$ cat config.mk
export PLATFORM = sky130hd
export DESIGN_NAME = guard_timeout_ctrl
export DESIGN_NICKNAME = d
export VERILOG_FILES = /design/src/rtl/gtc_pkg.sv /design/src/rtl/gtc_datapath.sv /design/src/rtl/gtc_ctrl.sv /design/src/rtl/guard_timeout_ctrl.sv
export SDC_FILE = /design/constraint.sdc
export NUM_CORES = 1
export LEC_CHECK = 0
export CORE_MARGIN = 2
export CORE_UTILIZATION = 65
export CTS_CLUSTER_SIZE = 40
export DETAILED_ROUTE_END_ITERATION = 10
export DONT_BUFFER_PORTS = 1
export GPL_ROUTABILITY_DRIVEN = 0
export PLACE_DENSITY = 0.81
export REMOVE_ABC_BUFFERS = 1
export SLEW_MARGIN = 10
export SYNTH_ARGS = -nofsm -noshare
export SYNTH_HDL_FRONTEND = slang
export SYNTH_HIERARCHICAL = 1
export SYNTH_SLANG_ARGS = --single-unit
$ cat constraint.sdc
create_clock -name clk -period 5.7 [get_ports clk]
set_input_delay 0.57 -clock clk [delete_from_list [all_inputs] [get_ports clk]]
set_output_delay 0.57 -clock clk [all_outputs]
set_load 0.02 [all_outputs]
$ cat src/rtl/gtc_pkg.sv
`timescale 1ns/1ps
package gtc_pkg;
  // Strobes sent from the control block to the counter datapath each cycle.
  typedef struct packed {
    logic guardClr;   // restart guard count (a word began)
    logic guardStep;  // baud tick while no word is in flight
    logic tmoClr;     // hold time-out count at zero
    logic tmoStep;    // baud tick for the time-out counter
  } gtcStrobe_t;
endpackage

$ cat src/rtl/gtc_datapath.sv
`timescale 1ns/1ps
module gtc_datapath
  import gtc_pkg::*;
#(
  parameter int GUARD_W = 8,
  parameter int TMO_W   = 7
) (
  input  logic               clk,
  input  logic               rstN,
  input  gtcStrobe_t         strb,
  input  logic [GUARD_W-1:0] guardVal,
  input  logic [TMO_W-1:0]   tmoCmp,
  output logic               guardMet,
  output logic               tmoEvent
);
  localparam logic [GUARD_W-1:0] GUARD_ONE = GUARD_W'(1);
  localparam logic [TMO_W-1:0]   TMO_ONE   = TMO_W'(1);

  logic [GUARD_W-1:0] guardCnt;
  logic [TMO_W-1:0]   tmoCnt;
  logic               guardBelow;
  logic               tmoBelow;
  logic [TMO_W-1:0]   tmoNext;

  assign guardBelow = guardCnt < guardVal;
  assign tmoBelow   = tmoCnt < tmoCmp;
  assign tmoNext    = tmoCnt + TMO_ONE;

  // Guard counter: saturates at the programmed gap.
  always_ff @(posedge clk) begin
    if (!rstN) begin
      guardCnt <= '0;
    end else if (strb.guardClr) begin
      guardCnt <= '0;
    end else if (strb.guardStep && guardBelow) begin
      guardCnt <= guardCnt + GUARD_ONE;
    end
  end

  assign guardMet = !guardBelow;

  // Time-out counter: saturates at the compare value, never wraps.
  always_ff @(posedge clk) begin
    if (!rstN) begin
      tmoCnt <= '0;
    end else if (strb.tmoClr) begin
      tmoCnt <= '0;
    end else if (strb.tmoStep && tmoBelow) begin
      tmoCnt <= tmoNext;
    end
  end

  // One event on the tick that brings the count up to the compare value.
  assign tmoEvent = !strb.tmoClr && strb.tmoStep && tmoBelow && (tmoNext == tmoCmp);
endmodule

$ cat src/rtl/gtc_ctrl.sv
`timescale 1ns/1ps
module gtc_ctrl
  import gtc_pkg::*;
#(
  parameter int REG_W   = 32,
  parameter int GUARD_W = 8,
  parameter int TMO_W   = 7,
  localparam int EN_BIT    = TMO_W,
  localparam int GUARD_LSB = TMO_W + 1,
  localparam int USED_W    = GUARD_LSB + GUARD_W,
  localparam int GUARD_MSB = USED_W - 1
) (
  input  logic               clk,
  input  logic               rstN,
  input  logic               baudTick,
  input  logic               regWrEn,
  input  logic [USED_W-1:0]  regWrField,
  input  logic               txStart,
  input  logic               txDone,
  input  logic               rxPush,
  input  logic               rxEmpty,
  input  logic               flagClr,
  input  logic               irqEn,
  input  logic               guardMet,
  input  logic               tmoEvent,
  output gtcStrobe_t         strb,
  output logic [GUARD_W-1:0] guardVal,
  output logic [TMO_W-1:0]   tmoCmp,
  output logic [REG_W-1:0]   regRdData,
  output logic               txPermit,
  output logic               tmoFlag,
  output logic               tmoIrq
);
  logic tmoEn;
  logic sending;
  logic fresh;

  // Timing register fields; unused upper bits have no storage.
  always_ff @(posedge clk) begin
    if (!rstN) begin
      guardVal <= '0;
      tmoEn    <= 1'b0;
      tmoCmp   <= '0;
    end else if (regWrEn) begin
      guardVal <= regWrField[GUARD_MSB:GUARD_LSB];
      tmoEn    <= regWrField[EN_BIT];
      tmoCmp   <= regWrField[TMO_W-1:0];
    end
  end

  always_comb begin
    regRdData                      = '0;
    regRdData[GUARD_MSB:GUARD_LSB] = guardVal;
    regRdData[EN_BIT]              = tmoEn;
    regRdData[TMO_W-1:0]           = tmoCmp;
  end

  // Word-in-flight tracking; fresh covers the time before any word.
  always_ff @(posedge clk) begin
    if (!rstN) begin
      sending <= 1'b0;
      fresh   <= 1'b1;
    end else if (txStart) begin
      sending <= 1'b1;
      fresh   <= 1'b0;
    end else if (txDone) begin
      sending <= 1'b0;
    end
  end

  always_comb begin
    strb.guardClr  = txStart;
    strb.guardStep = baudTick && !sending;
    strb.tmoClr    = !tmoEn || rxEmpty || rxPush;
    strb.tmoStep   = baudTick;
  end

  assign txPermit = !sending && (fresh || guardMet);

  // Sticky flag: a new event beats a simultaneous clear.
  always_ff @(posedge clk) begin
    if (!rstN) begin
      tmoFlag <= 1'b0;
    end else if (tmoEvent) begin
      tmoFlag <= 1'b1;
    end else if (flagClr) begin
      tmoFlag <= 1'b0;
    end
  end

  assign tmoIrq = tmoFlag && irqEn;
endmodule

$ cat src/rtl/guard_timeout_ctrl.sv
`timescale 1ns/1ps
module guard_timeout_ctrl
  import gtc_pkg::*;
#(
  parameter int REG_W   = 32,
  parameter int GUARD_W = 8,
  parameter int TMO_W   = 7
) (
  input  logic             clk,
  input  logic             rstN,
  input  logic             baudTick,
  input  logic             regWrEn,
  input  logic [REG_W-1:0] regWrData,
  output logic [REG_W-1:0] regRdData,
  input  logic             txStart,
  input  logic             txDone,
  output logic             txPermit,
  input  logic             rxPush,
  input  logic             rxEmpty,
  input  logic             flagClr,
  input  logic             irqEn,
  output logic             tmoFlag,
  output logic             tmoIrq
);
  localparam int USED_W = GUARD_W + TMO_W + 1;

  gtcStrobe_t         strb;
  logic [GUARD_W-1:0] guardVal;
  logic [TMO_W-1:0]   tmoCmp;
  logic               guardMet;
  logic               tmoEvent;

  gtc_ctrl #(.REG_W(REG_W), .GUARD_W(GUARD_W), .TMO_W(TMO_W)) u_ctrl (
    .clk(clk), .rstN(rstN), .baudTick(baudTick),
    .regWrEn(regWrEn), .regWrField(regWrData[USED_W-1:0]),
    .txStart(txStart), .txDone(txDone),
    .rxPush(rxPush), .rxEmpty(rxEmpty),
    .flagClr(flagClr), .irqEn(irqEn),
    .guardMet(guardMet), .tmoEvent(tmoEvent),
    .strb(strb), .guardVal(guardVal), .tmoCmp(tmoCmp),
    .regRdData(regRdData), .txPermit(txPermit),
    .tmoFlag(tmoFlag), .tmoIrq(tmoIrq)
  );

  gtc_datapath #(.GUARD_W(GUARD_W), .TMO_W(TMO_W)) u_dp (
    .clk(clk), .rstN(rstN), .strb(strb),
    .guardVal(guardVal), .tmoCmp(tmoCmp),
    .guardMet(guardMet), .tmoEvent(tmoEvent)
  );
endmodule

==> metrics.md <==
| Metric | Value |
|---|---|
| Flop-to-flop setup slack | 3.23 ns |
| GRT Overall Usage | 0.2020 |
| IO Count | 77 |
| Router iterations before antenna repair | 4 |
| Cts bufs inserted | 5 |
| Cell count of the worst reg-to-reg path | 7 |
| Hold path cells | 1 |
| Die ar. | 3863 µm² |
| Vias in the first global route | 1434 |
| Hold Startpoint | rstN |
| Die width | 62.16 µm |
| Peak supply drop | 167.9 µV |
| Worst-path clk slew | 0.11 ns |
| CP Launch Type | flip-flop |
| CP max stage cell | dfxtp_1 |
| Synth area leaders | dfxtp_1 (31%), buf_4 (12%), ha_1 (9.1%) |
| Layout cell share with drive strength beyond 1 | 0.04701 |
| Reg-to-reg critical path endpoint | u_dp/guardCnt[7] |
| Critical path fanouts, max | 3 |
| Hold Vio Cnt, Final | 0 |
| CP required | 5.13 ns |
| Clock sinks | 34 |
| Tot Pwr | 0.0004418 W |
| CP Cell Sequence | inv_1, ha_1, nand2_1, o21ai_0, a21oi_1, nand2_1, nor2_1, nor2_1 |
| Post-DP HPWL | 2799 µm |
| Post-layout util | 0.6217 |
| PortBufs | 0 |
| Average size of a mapped cell | 8.655 µm² |
| Antenna cells | 0 |
| Post-synth top area share | 0.3096 |
| Unique cell type count in the Yosys netlist | 38 |
| Placed Cells incl. Taps | 273 |
| Fillers | 283 |
| Sum Neg Setup Slack | 0 ns |
| Initial antenna violation count | 0 |
| Antenna-violating nets left | 0 |
| Final worst path period share | 0.4778 |
| Gr ovfl total | 0 |
| CP max stage delay | 0.49 ns |
| Arrival @ worst endpoint | 2.15 ns |
| CTS tree | built |
| Worst Hold Class | in -> reg |
| Predominant post-synthesis flop cell | dfxtp_1 |
| Worst path top cell family by delay | simple AND/OR/NAND/NOR gates |
| Largest net degree at the start of global routing | 22 |
| Status | complete, no violations |
| Crit. End Element | primary output |
| First-pass GRT wire length | 6244 µm |
| R2R Path Start | u_ctrl/guardVal[5] |
| DRC | 0 |
| Largest area contributor in the netlist | dfxtp_1 |
| DR iter-0 viols | 54 |
| Via Count | 1523 |
| Post-layout min period | 2.723 ns |
| Fmax | 0.3672 GHz |
| WHS Endpoint | u_ctrl/fresh |
| Clock Latency Late Sink | 0.34 ns |
| PwrDens | 216.4 nW/µm² |
| Hold buffer count at CTS | 0 |
| Fin. max-slew vios | 0 |
| Setup Crit Path Kind | reg -> out |
| Final Net Count | 292 |
| Area growth, synth to finish | -7.114% |
| CTS resizes | 0 |
| Leak pwr | 0.8367 nW |
| RSZ-0062 raised after global routing | no |
| CTS Root Cell | clkbuf_4 |
| Post-synth top cells | buf_4 (34), dfxtp_1 (34), nor2b_1 (21), inv_1 (20), mux2i_1 (17) |
| Synth async-reset ratio | 0 |
| Max cap viols | 0 |
| Routed len/inst | 13.18 µm |
| Post-Syn Area | 2198 µm² |
| Number of synthesized flops with an enable pin | 0 |
| Final setup violation count | 0 |
| Core Rows | 21 |
| Cells after synthesis | 254 |
| Fin cells | 280 |
| Buf+Inv Stages, Crit Path | 1 |
| Drt total wl | 3690 µm |
| Vias per Instance | 5.439 |
| Ys Warns | 6 |
| Htree depth | 2 |
| Seq cells post-synth | 34 |
| Starting Density | 0.6693 |
| Longest Clk Path Bufs | 2 |
| Sequential fraction of the synthesis area | 0.3096 |
| Core ar. | 3284 µm² |
| Die Ht | 62.16 µm |
| Skew final | 0.008652 ns |
| Postcts setup bufs | 0 |
-- registers in the layout, indices dropped and copies added, names as in the netlist --
register	cells
u_dp/guardCnt	8
u_ctrl/sending	1
u_ctrl/tmoFlag	1
u_ctrl/fresh	1
u_ctrl/guardVal	8
u_dp/tmoCnt	7
u_ctrl/tmoEn	1
u_ctrl/tmoCmp	7
-- worst max path at each step --
stage / from / endpoint / slack, ns / depth (start not counted)
floorplan: u_ctrl/guardVal[5] / u_dp/guardCnt[5] / 3.41 / 7
global placement: u_ctrl/guardVal[5] / u_dp/guardCnt[6] / 3.26 / 7
detailed placement: u_ctrl/guardVal[5] / u_dp/guardCnt[6] / 3.26 / 7
CTS: u_ctrl/guardVal[2] / txPermit / 2.98 / 8
global route: u_ctrl/guardVal[2] / txPermit / 2.84 / 8
finish: u_ctrl/guardVal[2] / txPermit / 2.98 / 8
-- layout make-up --
type | count | area (µm²) | area share
well taps | 46 | 57.56 | 0.02819
multi-input cells | 173 | 1181 | 0.5784
inverters | 20 | 75.07 | 0.03676
clock buffers | 5 | 37.54 | 0.01838
clock inverters | 2 | 10.01 | 0.004902
flip-flops and latches | 34 | 680.7 | 0.3333
-- layer usage --
layer | wire (µm) | part of all wire | track usage | vias up
li1 | - | - | - | 763
met1 | 1707 | 0.46 | 0.2380 | 690
met2 | 1620 | 0.44 | 0.3234 | 68
met3 | 335 | 0.091 | 0.09783 | 2
met4 | 27 | 0.0073 | 0.06667 | 0
met5 | 0 | 0 | 0 | -
-- cell usage in the layout, fill, tap and decap left out --
master	instances
mux2i_1	17
o221ai_1	1
nor3_1	5
nor2_1	16
nor3b_1	2
xnor2_1	11
or2_2	1
xor2_1	3
nand3b_1	1
nand4_1	4
nand2b_1	2
nand3_1	6
o21ai_0	7
dfxtp_1	34
conb_1	16
o31ai_1	3
mux2_2	1
or3_2	2
and2_1	1
a211o_1	2
o211ai_1	1
clkinv_2	2
clkbuf_4	5
a211oi_1	3
a21o_1	1
o22a_1	1
a21oi_1	10
o2111ai_1	1
inv_1	20
nor2b_1	21
nand2_1	11
ha_1	16
or4_1	4
o21a_1	3
-- report_power, final --
group	internal [W]	switching, W	total, W
clock	0.0000443	0.0000811	0.000125
sequential	0.000246	0.0000166	0.000262
combinational	0.0000213	0.0000328	0.0000542
-- stage by stage --
stage                     setup WS [ns]  instance area, µm²  hold WS, ns
after detailed placement          3.260                1994       0.4763
after global placement            3.265                1994       0.4533
final                             2.977                2042       0.3258
after floorplan                   3.413                1937       0.4409
after global routing              2.843                2042       0.3139
after CTS                         2.977                2042       0.3237
-- kinds of logic after synthesis --
family	count (synthesis)	synth area share
mux	18	0.08253
xor+xnor	14	0.05578
flops	34	0.3096
fa+ha+maj	16	0.09106
simple gates	76	0.1844
buf+inv	62	0.1787
other cells	1	0.001706
compound gates	33	0.09619
Note: power is estimated with default switching activity, not from simulation.
